### src/rtl/acq_pkg.sv
package acq_pkg;

  typedef enum logic [2:0] {
    ST_CAL    = 3'd0,
    ST_READY  = 3'd1,
    ST_XFER   = 3'd2,
    ST_SLEEP  = 3'd3,
    ST_SETTLE = 3'd4,
    ST_BURST  = 3'd5,
    ST_SRST   = 3'd6
  } acq_state_e;

  function automatic int unsigned max_of(input int unsigned a, input int unsigned b);
    return (a > b) ? a : b;
  endfunction

  function automatic logic in_window(input int unsigned v, input int unsigned lo,
                                     input int unsigned hi);
    return (v >= lo) && (v <= hi);
  endfunction

  function automatic logic ready_level(input acq_state_e s);
    return (s == ST_READY) || (s == ST_XFER);
  endfunction

  function automatic logic frame_state(input acq_state_e s);
    return (s == ST_XFER) || (s == ST_SLEEP);
  endfunction

endpackage

### src/rtl/acq_edge_bank.sv
module acq_edge_bank #(
  parameter int unsigned N = 2,
  parameter logic [N-1:0] RST_VAL = '0
) (
  input  logic         clk,
  input  logic         rst_n,
  input  logic [N-1:0] din,
  output logic [N-1:0] rise
);
  for (genvar g = 0; g < N; g++) begin : g_bit
    logic q;
    always_ff @(posedge clk or negedge rst_n) begin
      if (!rst_n) q <= RST_VAL[g];
      else        q <= din[g];
    end
    assign rise[g] = din[g] & ~q;
  end
endmodule

### src/rtl/acq_tick_counter.sv
module acq_tick_counter #(
  parameter int unsigned W = 8
) (
  input  logic         clk,
  input  logic         rst_n,
  input  logic         clr,
  input  logic         en,
  output logic [W-1:0] cnt
);
  always_ff @(posedge clk or negedge rst_n) begin
    if (!rst_n)                  cnt <= '0;
    else if (clr)                cnt <= '0;
    else if (en && (cnt != '1))  cnt <= cnt + 1'b1;
  end
endmodule

### src/rtl/acq_sleep_seq.sv
module acq_sleep_seq
  import acq_pkg::*;
#(
  parameter int unsigned CAL_TICKS   = 26250000,
  parameter int unsigned SLEEP_DLY   = 1750,
  parameter int unsigned SETTLE_DLY  = 50000,
  parameter int unsigned FREE_PERIOD = 2900000,
  parameter int unsigned DUMMY_MIN   = 500,
  parameter int unsigned DUMMY_MAX   = 500000,
  parameter int unsigned CLK_MAX     = 750000,
  parameter int unsigned SS_LOW_MAX  = 50000000
) (
  input  logic clk,
  input  logic rst_n,
  input  logic sel_n,
  input  logic ser_clk,
  input  logic burst_done,
  output logic burst_start,
  output logic host_ready
);
  localparam int unsigned LIM_A = max_of(max_of(CAL_TICKS, SETTLE_DLY), FREE_PERIOD);
  localparam int unsigned LIM_B = max_of(max_of(SS_LOW_MAX, CLK_MAX), DUMMY_MAX);
  localparam int unsigned LIM_ALL = max_of(max_of(LIM_A, LIM_B), SLEEP_DLY);
  localparam int unsigned CW = $clog2(LIM_ALL + 1) + 1;

  localparam logic [CW-1:0] CAL_LAST    = CW'(CAL_TICKS - 1);
  localparam logic [CW-1:0] SLEEP_LAST  = CW'(SLEEP_DLY - 1);
  localparam logic [CW-1:0] SETTLE_LAST = CW'(SETTLE_DLY - 1);
  localparam logic [CW-1:0] FREE_LAST   = CW'(FREE_PERIOD - 1);
  localparam logic [CW-1:0] SPAN_LAST   = CW'(CLK_MAX - 1);
  localparam logic [CW-1:0] LOW_LAST    = CW'(SS_LOW_MAX - 1);

  acq_state_e state_q, state_n;

  // edge events, brought out for the checker
  logic [1:0] rise_vec;
  logic       ss_rise, sclk_rise;

  acq_edge_bank #(.N(2), .RST_VAL(2'b01)) u_edges (
    .clk  (clk),
    .rst_n(rst_n),
    .din  ({ser_clk, sel_n}),
    .rise (rise_vec)
  );
  assign ss_rise   = rise_vec[0];
  assign sclk_rise = rise_vec[1];

  // clock activity seen in the current select frame
  logic seen_clk;
  always_ff @(posedge clk or negedge rst_n) begin
    if (!rst_n)                     seen_clk <= 1'b0;
    else if (!frame_state(state_q)) seen_clk <= 1'b0;
    else if (sclk_rise)             seen_clk <= 1'b1;
  end

  // cycles spent in the current state
  logic [CW-1:0] dwell;
  acq_tick_counter #(.W(CW)) u_dwell (
    .clk(clk), .rst_n(rst_n), .clr(state_n != state_q), .en(1'b1), .cnt(dwell)
  );

  // ticks with select low inside a frame
  logic [CW-1:0] lowc;
  acq_tick_counter #(.W(CW)) u_low (
    .clk(clk), .rst_n(rst_n), .clr(sel_n || !frame_state(state_q)), .en(1'b1), .cnt(lowc)
  );

  // ticks since the last serial clock rising edge
  logic [CW-1:0] idlec;
  acq_tick_counter #(.W(CW)) u_idle (
    .clk(clk), .rst_n(rst_n), .clr(sclk_rise), .en(1'b1), .cnt(idlec)
  );

  // span of clocking in the current frame
  logic [CW-1:0] spanc;
  acq_tick_counter #(.W(CW)) u_span (
    .clk(clk), .rst_n(rst_n), .clr(sel_n || !seen_clk),
    .en(state_q == ST_XFER), .cnt(spanc)
  );

  // named events for the checker
  logic trip_low, trip_span, dummy_ok, quiet_done, xfer_valid;
  assign trip_low   = !sel_n && (lowc >= LOW_LAST);
  assign trip_span  = seen_clk && (spanc >= SPAN_LAST);
  assign dummy_ok   = !seen_clk && !sclk_rise &&
                      in_window(32'(lowc), DUMMY_MIN, DUMMY_MAX);
  assign xfer_valid = seen_clk || sclk_rise || dummy_ok;
  assign quiet_done = seen_clk && !sclk_rise && (idlec == SLEEP_LAST);

  always_comb begin
    state_n = state_q;
    unique case (state_q)
      ST_CAL:    if (dwell == CAL_LAST) state_n = ST_READY;
      ST_READY: begin
        if (!sel_n)                  state_n = ST_XFER;
        else if (dwell == FREE_LAST) state_n = ST_BURST;
      end
      ST_XFER: begin
        if (trip_low || trip_span) state_n = ST_SRST;
        else if (ss_rise)          state_n = xfer_valid ? ST_SETTLE : ST_READY;
        else if (quiet_done)       state_n = ST_SLEEP;
      end
      ST_SLEEP: begin
        if (trip_low)       state_n = ST_SRST;
        else if (ss_rise)   state_n = ST_SETTLE;
        else if (sclk_rise) state_n = ST_XFER;
      end
      ST_SETTLE: if (dwell == SETTLE_LAST) state_n = ST_BURST;
      ST_BURST:  if (burst_done) state_n = ST_READY;
      ST_SRST:   state_n = ST_CAL;
      default:   state_n = ST_CAL;
    endcase
  end

  always_ff @(posedge clk or negedge rst_n) begin
    if (!rst_n) begin
      state_q     <= ST_CAL;
      burst_start <= 1'b0;
    end else begin
      state_q     <= state_n;
      burst_start <= (state_n == ST_BURST) && (state_q != ST_BURST);
    end
  end

  assign host_ready = ready_level(state_q);

endmodule

### config.mk
export PLATFORM = sky130hd
export DESIGN_NAME = acq_sleep_seq
export DESIGN_NICKNAME = d
export VERILOG_FILES = /design/src/rtl/acq_pkg.sv /design/src/rtl/acq_edge_bank.sv /design/src/rtl/acq_tick_counter.sv /design/src/rtl/acq_sleep_seq.sv
export SDC_FILE = /design/constraint.sdc
export NUM_CORES = 1
export LEC_CHECK = 0
export CORE_ASPECT_RATIO = 1.25
export CORE_MARGIN = 4
export CORE_UTILIZATION = 41
export CTS_CLUSTER_SIZE = 20
export DETAILED_ROUTE_END_ITERATION = 10
export GPL_TIMING_DRIVEN = 1
export PLACE_DENSITY = 0.67
export SKIP_CTS_REPAIR_TIMING = 1
export SYNTH_ARGS = -nofsm -noshare
export SYNTH_HDL_FRONTEND = slang
export SYNTH_SLANG_ARGS = --single-unit
### constraint.sdc
create_clock -name clk -period 7.72 [get_ports clk]
set_clock_uncertainty 0.15 [all_clocks]
set_input_delay 1.158 -clock clk [delete_from_list [all_inputs] [get_ports clk]]
set_output_delay 1.158 -clock clk [all_outputs]
set_load 0.05 [all_outputs]
==> impl_results.md <==
* Total CTS buffers at 17
* WL/cell at 15.2 µm
* PortBufs at 6
* Mapped Cells at 714
* Gp weighted congestion at 0.870
* Worst-Margin Slew at 1.12 ns
* Synth Register Bits at 115
* TritonCTS clock tree: built
* Ys flop type: dfrtp_1
* Final Instance Area at 7350 µm²
* Sink Count at 115
* Share of the synthesized area in the top cell type at 44.2%
* Synth top area cells: dfrtp_1, xor2_1, nor2_1, xnor2_1, nand3_1
* Die H at 148 µm
* Synth warnings at 0
* Worst setup SP type: input pin
* Post-route insts no fill at 938
* Total track usage at 16.8%
* Req. time, crit path at 7.80 ns
* Routed via count at 5,290
* Starting Density at 41.7%
* Final Util at 47.4%
* Clock share of power at 52.5%
* Mean Syn Cell Area at 9.05 µm²
* CP endpoint kind: register
* Setup ws final at 3.93 ns
* Grt ovf at 0
* Critical path type: input pin to register
* Sequential-to-total area share from yosys stat at 44.6%
* Top cells by count, synth: dfrtp_1, nor2_1, nand2_1
* Internal power at 1.29 mW
* Post-Syn Nets at 725
* Hold path depth at 1
* Critical Path AT at 3.87 ns
* Share of cells above drive strength 1 at 7.02%
* Antenna violations before repair at 0
* Final ANT Viol Nets at 0
* Slew Viols, Final at 0
* Status: finished clean
* Seq pwr share at 39.7%
* H-tree levels at 4
* Total die area at 17,800 µm²
* Combinational Power Share at 7.8%
* Post-DP HPWL at 9.49 mm
* Net switching power at 392 µW
* DRT Wirelength at 14.2 mm
* Clk_lat worst skew at 0.42 ns
* Final hold vios at 0
* Clock Path Buffers at 2
* Final Cycle Share at 49.0%
* Hold Crit Class: register to register
* DR pass1 iterations at 5
* CP max stage delay at 0.90 ns
* Final-layout fill cell count at 1,443
* CORE AREA at 15,500 µm²
* Post-DP Area at 6680 µm²
* Drt initial violations at 377
* Final setup violation count at 0
* Sw frac at 23.3%
* Chip Width at 120 µm
* Yosys top cell by area: dfrtp_1
* DR vias/cell at 5.64
* CP cell instances: clkdlybuf4s50_1, inv_1, or4_1, o311ai_1, o22ai_1, o22ai_2, a2111oi_0
* Synthesized cell area at 6460 µm²
* Total negative setup slack at 0 ns
* Max_cap viols at 0
* Clock root cell: clkbuf_16
* FMAX at 264 MHz
* Placed insts at 906
* Synth unique cells at 57
* Max_slew headroom at 25.2%
* IO Pins at 7
* Power, Total at 1.68 mW
* Pre-CTS setup slack at 3.47 ns
* Power density cells at 229 nW/µm²
* Area growth from synthesis to layout at 13.7%
* Largest net degree at the start of global routing at 59
* Rows at 51
* Maximum vdd drop at 0.142 mV
* Nets at 724
* FFs w/ async S/R, synth at 100%
* Crit-path slowest cell: o22ai_2
* R2R cell count at 7
* Post-route DRC at 0
* First-pass GRT wire length at 24.8 mm
* CP Max Fanout at 27
* Most frequent cell after synthesis: dfrtp_1
* Min Tclk post-route at 3.79 ns
* Worst-path clk slew at 0.05 ns
* # diodes at 0
* Unrepaired setup endpoints after global routing: false
* Hold WS at 0.398 ns
* Vias in the first global route at 5,268
* EDFF count, synth at 0
* Leakage at 2.87 nW
==> cells by family (layout without fill, tap and decap cells) <==
kind of cell,Yosys count,in the layout,share of synthesized area [%]
and+or+nand+nor,390,390,31.7
DFF,115,115,44.6
xor gates and xnor gates,88,88,11.9
AOI/OAI and AO/OA,73,73,7.63
buffers and inverters,39,51,2.56
adders and majority gates,6,6,1.16
muxes,3,3,0.465
==> area by class of cell <==
type / count / area (µm²) / area share [%]
tap: 212 / 265 / 3.61
clock buffer: 24 / 492 / 6.69
multi-input combinational: 560 / 3420 / 46.5
inverter: 9 / 33.8 / 0.460
clock inverter: 8 / 171 / 2.33
sequential: 115 / 2880 / 39.2
timing repair buffer: 10 / 87.6 / 1.19
==> power by group through the flow <==
stage                     logic (mW)  clock network, mW  registers, mW
after floorplan                0.102                  0          0.662
after global placement         0.127                  0          0.673
after detailed placement       0.133                  0          0.674
after CTS                      0.133              0.893          0.665
after global routing           0.150              0.918          0.670
final                          0.131              0.882          0.666
==> worst paths after layout <==
| kind | endpoint | slack, ns | start |
|---|---|---|---|
| worst max-delay path | u_dwell.cnt[2] | 3.93 | sel_n |
| worst min-delay path | u_idle.cnt[2] | 0.40 | u_idle.cnt[2] |
| worst max register to register | u_dwell.cnt[2] | 4.50 | u_dwell.cnt[11] |
| worst min register to register | u_idle.cnt[2] | 0.40 | u_idle.cnt[2] |
| max in group asynchronous | u_span.cnt[3] | 5.55 | rst_n |
| min in group asynchronous | u_idle.cnt[21] | 0.65 | rst_n |
==> flip-flops by register name (all words and copies together), names as in the netlist <==
register and cells:
u_dwell.cnt 27, u_span.cnt 27, burst_start 1, state_q 3, u_idle.cnt 27, u_edges.g_bit.q 2, seen_clk 1, u_low.cnt 27
==> cell usage in the layout, fill, tap and decap left out, types with 14 or more instances in the layout <==
master,count
dfrtp_1,114
nor2_1,100
nand2_1,55
nand3_1,52
xor2_1,52
nor3_1,45
nand4_1,36
xnor2_1,36
a21oi_1,20
and3_1,20
o21ai_0,17
clkbuf_16,17
nor4_1,14
==> critical path: cells and delay by family <==
family                 cells  cell delay (ns)
AO/OA/AOI/OAI              4             1.45
buffers and inverters      2             0.75
AND/OR/NAND/NOR            1             0.51
==> per-layer routing <==
metal | GRT usage (%) | wire (µm)
met1 | 21.2 | 6280
met2 | 28.0 | 7230
met3 | 3.27 | 390
met4 | 7.71 | 343
met5 | 0 | 0
Note: power is estimated with default switching activity, not from simulation.
